==> config.mk <==
export PLATFORM = sky130hd
export DESIGN_NAME = dual_ocmp_timer
export DESIGN_NICKNAME = d
export VERILOG_FILES = /design/src/rtl/ocmp_pkg.sv /design/src/rtl/ocmp_prescaler.sv /design/src/rtl/ocmp_channel.sv /design/src/rtl/dual_ocmp_timer.sv
export SDC_FILE = /design/constraint.sdc
export NUM_CORES = 1
export LEC_CHECK = 0
export CAP_MARGIN = 25
export CORE_ASPECT_RATIO = 0.75
export CORE_MARGIN = 2
export CORE_UTILIZATION = 50
export DETAILED_ROUTE_END_ITERATION = 10
export DONT_BUFFER_PORTS = 1
export PLACE_DENSITY = 0.68
export SLEW_MARGIN = 0
export SYNTH_ARGS = -nofsm -noshare
export SYNTH_HDL_FRONTEND = slang
export SYNTH_SLANG_ARGS = --single-unit
==> constraint.sdc <==
create_clock -name clk -period 3.1 [get_ports clk]
set_clock_uncertainty 0.2 [all_clocks]
set_input_delay 0.93 -clock clk [delete_from_list [all_inputs] [get_ports clk]]
set_output_delay 0.93 -clock clk [all_outputs]
set_load 0.05 [all_outputs]
==> src/rtl/ocmp_pkg.sv <==
package ocmp_pkg;
  localparam int NCH = 2;

  typedef enum logic [1:0] {
    CK_DIV4 = 2'b00,
    CK_DIV2 = 2'b01,
    CK_DIV8 = 2'b10,
    CK_EXT  = 2'b11
  } ck_sel_e;

  // register addresses
  localparam int A_CTRL = 0;
  localparam int A_CKSEL = 1;
  localparam int A_STAT = 2;
  localparam int A_CMP0 = 4;  // channel c: high at A_CMP0+2c, low at +1

  // control register bit positions
  localparam int B_EN0 = 0;
  localparam int B_LVL0 = 2;
  localparam int B_IRQEN = 4;
  localparam int B_FRC0 = 5;
endpackage

==> src/rtl/ocmp_prescaler.sv <==
module ocmp_prescaler
  import ocmp_pkg::*;
#(
  parameter int DIV_W = 3,
  parameter int SYNC_N = 2
) (
  input  logic    clk,
  input  logic    rst_n,
  input  ck_sel_e sel,
  input  logic    ext_clk,
  output logic    tick
);
  localparam logic [DIV_W-1:0] LIM2 = DIV_W'(1);
  localparam logic [DIV_W-1:0] LIM4 = DIV_W'(3);
  localparam logic [DIV_W-1:0] LIM8 = DIV_W'(7);

  logic [SYNC_N:0]    ext_sr;
  logic [DIV_W-1:0]   div_q;
  logic [DIV_W-1:0]   lim;
  logic               div_hit;
  logic               ext_rise;

  always_comb begin
    case (sel)
      CK_DIV2: lim = LIM2;
      CK_DIV8: lim = LIM8;
      default: lim = LIM4;
    endcase
  end

  assign div_hit  = (div_q >= lim);
  assign ext_rise = ext_sr[SYNC_N-1] & ~ext_sr[SYNC_N];
  assign tick     = (sel == CK_EXT) ? ext_rise : div_hit;

  always_ff @(posedge clk) begin
    if (!rst_n) begin
      div_q  <= '0;
      ext_sr <= '0;
    end else begin
      div_q  <= div_hit ? '0 : div_q + DIV_W'(1);
      ext_sr <= {ext_sr[SYNC_N-1:0], ext_clk};
    end
  end

  // at divide-by-2 no two ticks are adjacent
  a_r2_div2_spacing: assert property (@(posedge clk) disable iff (!rst_n)
    (sel == CK_DIV2 && tick) |=> (sel != CK_DIV2 || !tick));
endmodule

==> src/rtl/ocmp_channel.sv <==
module ocmp_channel #(
  parameter int CNT_W = 16,
  parameter int DATA_W = 8
) (
  input  logic              clk,
  input  logic              rst_n,
  input  logic [CNT_W-1:0]  cnt,
  input  logic              cnt_new,
  input  logic              late,
  input  logic              wr_hi,
  input  logic              wr_lo,
  input  logic              lo_acc,
  input  logic [DATA_W-1:0] wdata,
  input  logic              stat_rd,
  input  logic              en,
  input  logic              lvl,
  input  logic              frc_req,
  input  logic              frc_lvl,
  output logic [CNT_W-1:0]  cmp_q,
  output logic              flag_q,
  output logic              pin_q
);
  logic             armed_q;
  logic             seen_q;
  logic [CNT_W-1:0] target;
  logic             match;

  assign target = late ? cmp_q + CNT_W'(1) : cmp_q;
  assign match  = armed_q && cnt_new && (cnt == target);

  always_ff @(posedge clk) begin
    if (!rst_n) begin
      cmp_q   <= '1;
      armed_q <= 1'b1;
      seen_q  <= 1'b0;
      flag_q  <= 1'b0;
      pin_q   <= 1'b0;
    end else begin
      if (wr_hi) begin
        cmp_q[CNT_W-1:DATA_W] <= wdata;
        armed_q <= 1'b0;
      end else if (wr_lo) begin
        cmp_q[DATA_W-1:0] <= wdata;
        armed_q <= 1'b1;
      end
      if (stat_rd && flag_q)  seen_q <= 1'b1;
      else if (lo_acc)        seen_q <= 1'b0;
      if (match)                    flag_q <= 1'b1;
      else if (lo_acc && seen_q)    flag_q <= 1'b0;
      if (frc_req)            pin_q <= frc_lvl;
      else if (match && en)   pin_q <= lvl;
    end
  end

  // a disarmed channel never raises its flag
  a_r3_disarmed_quiet: assert property (@(posedge clk) disable iff (!rst_n)
    (!armed_q && !flag_q) |=> !flag_q);
  // forcing the pin never raises the flag
  a_r7_force_no_flag: assert property (@(posedge clk) disable iff (!rst_n)
    (frc_req && !match && !flag_q) |=> !flag_q);
  // a disabled channel leaves its pin latch alone
  a_r6_disabled_hold: assert property (@(posedge clk) disable iff (!rst_n)
    (!en && !frc_req) |=> $stable(pin_q));
endmodule

==> src/rtl/dual_ocmp_timer.sv <==
module dual_ocmp_timer
  import ocmp_pkg::*;
#(
  parameter int CNT_W = 16,
  parameter int DATA_W = 8,
  parameter int ADDR_W = 3
) (
  input  logic              clk,
  input  logic              rst_n,
  input  logic [ADDR_W-1:0] bus_addr,
  input  logic              bus_wr,
  input  logic              bus_rd,
  input  logic [DATA_W-1:0] bus_wdata,
  output logic [DATA_W-1:0] bus_rdata,
  input  logic              ext_clk,
  input  logic              pulse_mode,
  output logic [CNT_W-1:0]  cnt_o,
  output logic [NCH-1:0]    ocmp_o,
  output logic [NCH-1:0]    ocmp_oe,
  output logic              irq_o
);
  logic [NCH-1:0]   en_q, lvl_q, flags;
  logic             irq_en_q;
  ck_sel_e          cksel_q;
  logic             tick, cnt_new_q;
  logic [CNT_W-1:0] cnt_q;
  logic [CNT_W-1:0] cmp_w [NCH];
  logic             ctrl_wr, stat_rd;

  assign ctrl_wr = bus_wr && (bus_addr == ADDR_W'(A_CTRL));
  assign stat_rd = bus_rd && (bus_addr == ADDR_W'(A_STAT));

  always_ff @(posedge clk) begin
    if (!rst_n) begin
      en_q     <= '0;
      lvl_q    <= '0;
      irq_en_q <= 1'b0;
      cksel_q  <= CK_DIV4;
    end else if (bus_wr) begin
      if (bus_addr == ADDR_W'(A_CTRL)) begin
        en_q     <= bus_wdata[B_EN0 +: NCH];
        lvl_q    <= bus_wdata[B_LVL0 +: NCH];
        irq_en_q <= bus_wdata[B_IRQEN];
      end
      if (bus_addr == ADDR_W'(A_CKSEL))
        cksel_q <= ck_sel_e'(bus_wdata[1:0]);
    end
  end

  ocmp_prescaler u_presc (
    .clk     (clk),
    .rst_n   (rst_n),
    .sel     (cksel_q),
    .ext_clk (ext_clk),
    .tick    (tick)
  );

  always_ff @(posedge clk) begin
    if (!rst_n) begin
      cnt_q     <= '0;
      cnt_new_q <= 1'b0;
    end else begin
      if (tick) cnt_q <= cnt_q + CNT_W'(1);
      cnt_new_q <= tick;
    end
  end

  for (genvar c = 0; c < NCH; c++) begin : g_ch
    logic hi_sel, lo_sel;
    assign hi_sel = (bus_addr == ADDR_W'(A_CMP0 + 2*c));
    assign lo_sel = (bus_addr == ADDR_W'(A_CMP0 + 2*c + 1));

    ocmp_channel #(.CNT_W(CNT_W), .DATA_W(DATA_W)) u_ch (
      .clk     (clk),
      .rst_n   (rst_n),
      .cnt     (cnt_q),
      .cnt_new (cnt_new_q),
      .late    (cksel_q != CK_DIV2),
      .wr_hi   (bus_wr && hi_sel),
      .wr_lo   (bus_wr && lo_sel),
      .lo_acc  ((bus_wr || bus_rd) && lo_sel),
      .wdata   (bus_wdata),
      .stat_rd (stat_rd),
      .en      (en_q[c]),
      .lvl     (lvl_q[c]),
      .frc_req (ctrl_wr && bus_wdata[B_FRC0+c] && bus_wdata[B_EN0+c] && !pulse_mode),
      .frc_lvl (bus_wdata[B_LVL0+c]),
      .cmp_q   (cmp_w[c]),
      .flag_q  (flags[c]),
      .pin_q   (ocmp_o[c])
    );
  end

  always_comb begin
    bus_rdata = '0;
    if (bus_addr == ADDR_W'(A_CTRL)) begin
      bus_rdata[B_EN0 +: NCH]  = en_q;
      bus_rdata[B_LVL0 +: NCH] = lvl_q;
      bus_rdata[B_IRQEN]       = irq_en_q;
    end
    if (bus_addr == ADDR_W'(A_CKSEL)) bus_rdata[1:0] = cksel_q;
    if (bus_addr == ADDR_W'(A_STAT))  bus_rdata[NCH-1:0] = flags;
    for (int c = 0; c < NCH; c++) begin
      if (bus_addr == ADDR_W'(A_CMP0 + 2*c))     bus_rdata = cmp_w[c][CNT_W-1:DATA_W];
      if (bus_addr == ADDR_W'(A_CMP0 + 2*c + 1)) bus_rdata = cmp_w[c][DATA_W-1:0];
    end
  end

  assign cnt_o   = cnt_q;
  assign ocmp_oe = en_q;
  assign irq_o   = irq_en_q && (|flags);

  // with the bus idle, a pending interrupt cannot drop
  a_r10_irq_holds: assert property (@(posedge clk) disable iff (!rst_n)
    (irq_o && !bus_rd && !bus_wr) |=> irq_o);
endmodule

# After elaboration in Yosys (flattened, before gate mapping)
# Cells that the tools add are included.
[totals]
out_inout_bits = 29
ff_bits = 70
wordCells = 111
inputBits = 17
[classes]
order_cmp = 1
addsub = 4
n_reduce_logical = 42
bitwise = 5
eq_ne = 12
mux = 27
[op_table]
columns = ["operator", "count"]
rows = [
  ["16-bit by 1-bit adder with 16-bit output (second input constant)", 3],
  ["16-bit equality test", 2],
  ["16-bit 2-to-1 mux", 2],
  ["8-bit 2-to-1 mux", 4],
  ["1-bit logical AND", 25],
  ["1-bit 2-to-1 mux", 17],
  ["2-bit nonzero test", 8],
  ["3-bit equality test (second input constant)", 4],
  ["2-bit AND reduction", 4],
  ["3-bit one-hot mux with 2 select lines", 1],
  ["5-bit 2-to-1 mux", 1],
  ["2-bit equality test (second input constant)", 2],
  ["2-bit 2-to-1 mux", 2],
  ["1-bit NOT", 4],
  ["2-bit OR reduction", 2],
  ["3-bit by 1-bit adder with 3-bit output (second input constant)", 1],
  ["3-bit by 1-bit equality test with 1-bit output (second input constant)", 1],
  ["3-bit by 2-bit equality test with 1-bit output (second input constant)", 1],
  ["3-bit >= comparator", 1],
  ["3-bit logical NOT", 1],
  ["2-bit by 1-bit equality test with 1-bit output (second input constant)", 1],
  ["2-bit by 1-bit inequality test with 1-bit output (second input constant)", 1],
  ["1-bit AND", 1],
  ["1-bit logical NOT", 1],
  ["1-bit logical OR", 1],
]

# Longest topological paths before layout
# Gate-level depths: netlist of the first run.
[depth]
depth_word = 8
ltp_mapped = 12
depth_no_buf = 11

# Modules after synthesis
# Synthesis of the first run repeated with hierarchy kept, for this count alone.
[hier_totals]
cells_unflattened = 520
area_unflattened_um2 = 4403.0
[modules_own_cells]
columns = ["module", "seq_area_each_um2", "area_each_um2", "cells_each", "instances"]
rows = [
  ["ocmp_channel", 400.4, 1328.8, 167, 2],
  ["dual_ocmp_timer", 480.5, 1476.4, 161, 1],
  ["ocmp_prescaler", 120.1, 269.0, 25, 1],
]

# Worst setup path before layout of the first run
# Ideal clock, no wire load.
[synth_path]
path_type = "input port to output port"
from = "input port bus_addr[0]"
to = "output port bus_rdata[2]"
stages = 5
arrival_ns = 2.816
required_time_ns = 1.970
slack_ns = -0.846
n_path_buf = 3
cell_sequence = "clkbuf_1 -> buf_1 -> buf_1 -> mux2i_1 -> o22ai_1"
[synth_between]
elab_chain_cells = 6
elab_cells_between_ends = 10
cone_classes = "eq/ne: 4; mux: 5; reduce/logical: 1"
[synth_lines]
columns = ["element", "line", "text"]
rows = [
  ["from (decl)", "dual_ocmp_timer.sv:10", "input logic [ADDR_W-1:0] bus_addr,"],
  ["3-bit logical NOT", "dual_ocmp_timer.sv:96", "if (bus_addr == ADDR_W'(A_CTRL)) begin"],
  ["5-bit 2-to-1 mux", "dual_ocmp_timer.sv:96", ""],
  ["8-bit 2-to-1 mux", "dual_ocmp_timer.sv:104", "if (bus_addr == ADDR_W'(A_CMP0 + 2*c)) bus_rdata = cmp_w[c][CNT_W-1:DATA_W];"],
  ["8-bit 2-to-1 mux", "dual_ocmp_timer.sv:105", "if (bus_addr == ADDR_W'(A_CMP0 + 2*c + 1)) bus_rdata = cmp_w[c][DATA_W-1:0];"],
  ["8-bit 2-to-1 mux", "dual_ocmp_timer.sv:104", ""],
  ["8-bit 2-to-1 mux *", "dual_ocmp_timer.sv:105", ""],
  ["to (decl)", "dual_ocmp_timer.sv:14", "output logic [DATA_W-1:0] bus_rdata,"],
]
# Mark *: on every way between the ends. The rest lies on a longest branch, timed or not.

# Worst setup path in the final report of the first run
[layout_path]
from = "register cksel_q[1]"
to = "register g_ch[0].u_ch.pin_q"
[layout_between]
elab_chain_cells = 6
[layout_lines]
columns = ["element", "line", "text"]
rows = [
  ["from (decl)", "dual_ocmp_timer.sv:24", "ck_sel_e cksel_q;"],
  ["from (signal assigned)", "dual_ocmp_timer.sv:46", "cksel_q <= ck_sel_e'(bus_wdata[1:0]);"],
  ["2-bit by 1-bit inequality test with 1-bit output", "dual_ocmp_timer.sv:78", ".late (cksel_q != CK_DIV2),"],
  ["16-bit 2-to-1 mux", "ocmp_channel.sv:28", "assign target = late ? cmp_q + CNT_W'(1) : cmp_q;"],
  ["16-bit equality test", "ocmp_channel.sv:29", "assign match = armed_q && cnt_new && (cnt == target);"],
  ["1-bit logical AND", "ocmp_channel.sv:29", ""],
  ["1-bit logical AND", "ocmp_channel.sv:51", "else if (match && en) pin_q <= lvl;"],
  ["2-bit nonzero test (no line)", "-", ""],
  ["to (signal assigned)", "ocmp_channel.sv:50", "if (frc_req) pin_q <= frc_lvl;"],
  ["to (signal assigned)", "ocmp_channel.sv:51", ""],
  ["to (decl)", "ocmp_channel.sv:21", "output logic pin_q"],
]
# No other way between the ends.
# A chain may end at the register's enable or synchronous reset.

==> results of run 1 <==
## what timing repair did
action                                  CTS  global route
resized for setup                         0             3
setup buffers                             0             3
hold buffers                              0             0
endpoints found under the setup margin    0             4
## worst register-to-register path: cells and delay by family (launching register included)
family	cells	cell delay, ns
and+or+nand+nor	5	1.52
AOI/OAI and AO/OA	2	0.57
DFF	1	0.38
buffers and inverters	1	0.10
xor gates and xnor gates	1	0.10
## how the worst min path moves through the flow
stage                           start  cells after the start  slack, ns                end
floorplan           u_presc.ext_sr[0]                      1       0.21  u_presc.ext_sr[1]
global placement    u_presc.ext_sr[0]                      1       0.22  u_presc.ext_sr[1]
detailed placement  u_presc.ext_sr[0]                      1       0.22  u_presc.ext_sr[1]
CTS                 u_presc.ext_sr[0]                      1       0.23  u_presc.ext_sr[1]
global route         u_presc.div_q[0]                      1       0.25   u_presc.div_q[0]
finish              u_presc.ext_sr[0]                      1       0.23  u_presc.ext_sr[1]
## stage by stage
step | setup WS, ns | cell area, um^2 | power [mW] | util
CTS | 0.1518 | 5109 | 2.588 | 0.5966
finish | 0.1571 | 5140 | 2.592 | 0.6002
global route | 0.003353 | 5140 | 2.694 | 0.6002
global placement | 0.2050 | 4776 | 1.434 | 0.5577
floorplan | 0.007687 | 4554 | 1.366 | -
detailed placement | 0.2008 | 4776 | 1.447 | 0.5577
## flip-flops by register name, indices dropped and copies added (netlist names)
| signal | flops |
|---|---|
| g_ch.u_ch.seen_q | 2 |
| cnt_new_q | 1 |
| lvl_q | 2 |
| g_ch.u_ch.armed_q | 2 |
| irq_en_q | 1 |
| cksel_q | 2 |
| g_ch.u_ch.flag_q | 2 |
| ocmp_oe | 2 |
| g_ch.u_ch.cmp_q | 32 |
| u_presc.ext_sr | 3 |
| u_presc.div_q | 3 |
| g_ch.u_ch.pin_q | 2 |
| cnt_o | 16 |
## routing by layer
layer,share of wire,track usage,up-vias
met5,0,0,-
li1,-,-,2022
met1,0.44,0.4190,2074
met2,0.43,0.4349,229
met3,0.10,0.06926,31
met4,0.022,0.09091,0
## power breakdown
| part | switching (mW) | internal [mW] | total [mW] |
|---|---|---|---|
| logic | 0.281 | 0.197 | 0.478 |
| registers | 0.0337 | 0.935 | 0.969 |
| clock network | 0.413 | 0.732 | 1.14 |
## area by class of cell
| class | count | area share |
|---|---|---|
| Multi-Input combinational cell | 440 | 0.5635 |
| Sequential cell | 70 | 0.2726 |
| Timing Repair Buffer | 44 | 0.06426 |
| Clock buffer | 10 | 0.04649 |
| Tap cell | 108 | 0.02629 |
| Clock inverter | 6 | 0.01826 |
| Inverter | 11 | 0.008520 |
## logic make-up after synthesis
group           after synthesis  synth area share
simple gates                273            0.3144
compound gates               80            0.1263
mux                          28           0.07279
fa+ha+maj                     6           0.01680
xor+xnor                     53            0.1039
flops                        70            0.3135
buf+inv                      56           0.05236
## cells in the final DEF, fill, tap and decap left out, types with 9 or more instances in the layout
master,n
nand3_1,47
mux2i_1,19
dfxtp_1,70
o21ai_0,11
and2_1,24
nand2_1,94
nor2b_1,13
buf_4,44
nand4_1,23
clkbuf_16,9
inv_1,10
nor2_1,22
xor2_1,23
xnor2_1,30
==> impl_metrics.ini, run 1 <==
[run_status]
status = finished, violations left
violations = DRC

[final_layout]
regArea_um2 = 1401
layout.nets = 599
antenna_cells = 0
layout.cells.non_filler = 689
drive_gt1_frac = 0.1532
multi_input_area_um2 = 2897
areaGrowthSynthToFinish_pct = 15.01
fillCellCount = 765

[setup_path]
path_max_fanout = 14
critPathRequiredTime_ns = 3.17
worst_path_dominant_cell_family = simple AND/OR/NAND/NOR gates
path_class = flip-flop to flip-flop
endpoint = g_ch[0].u_ch.pin_q
rr_worst_depth = 9
crit_path_max_incr_delay_ns = 0.43
worst_path_max_delay_cell = or4_1
startpoint = cksel_q[1]
critical_path.n_buffers_inverters = 1
reg2reg_slack_ns = 0.16
cp-start-kind = flip-flop
cp.depth = 9
worstReg2RegEnd = g_ch[0].u_ch.pin_q
cp-end-kind = flip-flop
r2r_start = cksel_q[1]
arrival_ns = 3.01
crit_chain = nand2b_4 > inv_4 > nor3_4 > xnor2_1 > or4_1 > a2111oi_2 > nand4_1 > or3_1 > a31oi_1

[floorplanning]
fp-row-count = 29
ios = 46
core_area_um2 = 8563
fp.dieH_um = 85.88
die_w_um = 113.2
die_area_um2 = 9719
start_util = 0.5219

[synth]
yosysWarnings = 0
synthDistinctLibCells = 58
ys.flop_type = dfxtp_1
synthTopCellsByArea = dfxtp_1, nand2_1, xnor2_1, nand3_1, xor2_1
syn_area_um2 = 4469
synthTopCellsByCount = nand2_1, dfxtp_1, nand3_1
syn_nets = 589
yosys.area.top_type = dfxtp_1
avgSynthCellArea_um2 = 7.896
ys_ff_latch = 70
netlist_instances = 566
ys_seq_area_frac = 0.3135
yosysMostFrequentCell = nand2_1
synth-edff-count = 0
async_flop_share = 0
yosys.area.top_type_share = 0.3135

[worst_hold_path]
hp-class = flip-flop to flip-flop

[route]
via_per_inst = 6.322
dr.pass1.iters = 8
drt_iter0_markers = 486
wl_um = 13880
detail-route-antenna-nets = 0
wire_per_inst_um = 20.15
drc_errors = 2
vias = 4356

[cts]
path_clk_slew_ns = 0.06
cts_made_buffers = 9
htreeDepth = 3
cts_tree = yes
root_buffer = clkbuf_16
clock_latency_ns = 0.34
cts_max_path_buffers = 2
clkSinkCount = 70

[sta]
max_freq_mhz = 339.8
finalMaxSlewViolations = 0
hold_ws_ns = 0.2294
tightest_slew_ns = 0.6642
setup_viol = 0
rsz0062_at_grt = false
post-route-period-util = 0.9493
final_hold_viol_count = 0
max-slew-margin-rel = 0.5556
fin_setup_tns_ns = 0
fin_crit_ns = 2.943

[global_routing]
grt_max_degree = 71
antenna_found_initial = 0
grt_usage = 0.2916
grt_pass1_vias = 3935
globalRoute.totalOverflow = 0
grt_pass1_wl_um = 21870

[power_and_ir_drop]
ir_drop_uv = 318.8
p_leak_nw = 2.215
powerDensity_nw_per_um2 = 504.3

[placed_design]
place.gp.congestion = 0.9500
port_buffers = 0
dp.cells = 670
hpwl_um = 10030

[job]
drv_cap = 0
No activity file was read; power rests on OpenSTA's default activity.
==> run 2: changes to the inputs <==
- PLACE_DENSITY: 0.68 -> default
- clock period: 3.1 -> 3.3 ns (I/O delays scaled with it)
==> run 2 against run 1 <==
Net effect:
- the flow still finishes with violations (DRC)
- sequential power is 5.5% lower
- worst hold slack better by 0.0038 ns
- sequential share of layout area is 0.87 points higher
- register-to-register slack better by 0.16 ns
- critical path depth is 5 lower
- non-clock buffer count is 15 lower
- combinational power is 11% lower
==> impl_metrics.ini, run 2 (synthesis results as in run 1) <==
[power_and_ir_drop]
ir_drop_uv = 294.2
comb_power_share = 0.182
p_leak_nw = 2.125
p_sw_mw = 0.6823
p_clk_frac = 0.424
powerDensity_nw_per_um2 = 466.7
p_sw_frac = 0.2935
p_int_mw = 1.642
seq_power_share = 0.394

[floorplanning]
ios = 46
core_area_um2 = 8563
die_area_um2 = 9719
fp-row-count = 29
fp.dieH_um = 85.88
die_w_um = 113.2
start_util = 0.5219

[route]
drc_errors = 2
wire_per_inst_um = 20.86
wl_um = 14060
dr.pass1.iters = 8
via_per_inst = 6.283
detail-route-antenna-nets = 0
vias = 4235
drt_iter0_markers = 445

[final_layout]
areaGrowthSynthToFinish_pct = 11.45
layout_common_cells = nand2_1, dfxtp_1, nand3_1, xnor2_1, buf_4
antenna_cells = 0
fillCellCount = 794
layout_commonest_cell = nand2_1
layout.nets = 584
drive_gt1_frac = 0.1237
largest_reg_flops = 32
largest_register = g_ch.u_ch.cmp_q

[cts]
path_clk_slew_ns = 0.05
cts_hold_buf = 0
post_cts_buffers = 0
cts_tree = yes
cts_made_buffers = 9
htreeDepth = 3
cts_max_path_buffers = 2
clock_latency_ns = 0.34
cts_resized = 0
clkSinkCount = 70
root_buffer = clkbuf_16

[placed_design]
port_buffers = 0
place_ws_ns = 0.2857
hpwl_um = 10330
place.gp.congestion = 0.9930

[sta]
layout_setup_ws_ns = 0.2772
finalMaxSlewViolations = 0
tightest_slew_ns = 0.9166
final_hold_viol_count = 0
max_freq_mhz = 330.8
fin_crit_ns = 3.023
setup_viol = 0
post-route-period-util = 0.9160
rsz0062_at_grt = false
fin_setup_tns_ns = 0
max-slew-margin-rel = 0.3881

[setup_path]
cp-end-kind = output pin
path_class = input pin to output pin
cp-start-kind = input pin
path_max_fanout = 20
arrival_ns = 1.83
critPathRequiredTime_ns = 2.11

[run_status]
status = finished, violations left
violations = DRC

[global_routing]
grt_max_degree = 71
globalRoute.totalOverflow = 0
grt_usage = 0.2962
grt_pass1_wl_um = 22060
antenna_found_initial = 0
grt_pass1_vias = 3848

[job]
drv_cap = 0

[worst_hold_path]
hp-class = flip-flop to flip-flop
==> run 2: cell types whose count changed in the layout (fill, tap and decap cells not counted), sizes merged <==
| cell | change |
|---|---|
| buf | -15 |
| bufinv | -1 |
| clkinvlp | +1 |
==> run 2: metrics by stage <==
stage | utilization | std cells | power (mW) | instance area [um^2] | hold WS [ns]
global placement | 0.5466 | 658 | 1.342 | 4681 | 0.2220
global route | 0.5817 | 674 | 2.407 | 4981 | 0.2427
detailed placement | 0.5466 | 658 | 1.347 | 4681 | 0.2219
CTS | 0.5817 | 674 | 2.325 | 4981 | 0.2348
floorplan | - | 566 | 1.280 | 4531 | 0.2119
finish | 0.5817 | 674 | 2.325 | 4981 | 0.2332
==> run 2: final cells by class <==
class / instances / area, um^2 / share of cell area
multi-input cells: 440 / 2883 / 0.5787
flip-flops and latches: 70 / 1401 / 0.2813
clock buffers: 10 / 229.0 / 0.04597
repair buffers: 29 / 217.7 / 0.04371
well taps: 108 / 135.1 / 0.02713
clock inverters: 6 / 71.32 / 0.01432
inverters: 11 / 43.79 / 0.008792
==> run 2: layer usage <==
metal | GRT usage | up-vias | part of all wire | wire (um)
met1 | 0.4502 | 2030 | 0.48 | 6696
met4 | 0.1031 | 0 | 0.027 | 376
met3 | 0.06926 | 30 | 0.090 | 1264
met5 | 0 | - | 0 | 0
met2 | 0.4061 | 188 | 0.41 | 5723
li1 | - | 1987 | - | -
==> run 2: critical path, stage by stage <==
cell and delay (ns):
mux2_2 0.31, a22oi_1 0.15, o221ai_1 0.14, o21a_2 0.24
==> run 2: worst paths after layout <==
check	from	endpoint	slack [ns]	cells after the start
worst max-delay path	bus_addr[2]	bus_rdata[0]	0.28	4
worst max register to register	cksel_q[1]	g_ch[0].u_ch.pin_q	0.32	9
worst min register to register	u_presc.ext_sr[0]	u_presc.ext_sr[1]	0.23	1
worst min-delay path	u_presc.ext_sr[0]	u_presc.ext_sr[1]	0.23	1
==> run 2: power by group through the flow <==
stage	registers, mW	logic (mW)	clock network (mW)
3_5_place_dp	0.933	0.414	0
3_3_place_gp	0.933	0.409	0
6_report	0.916	0.424	0.985
5_1_grt	0.918	0.459	1.03
4_1_cts	0.914	0.418	0.993
2_1_floorplan	0.938	0.342	0
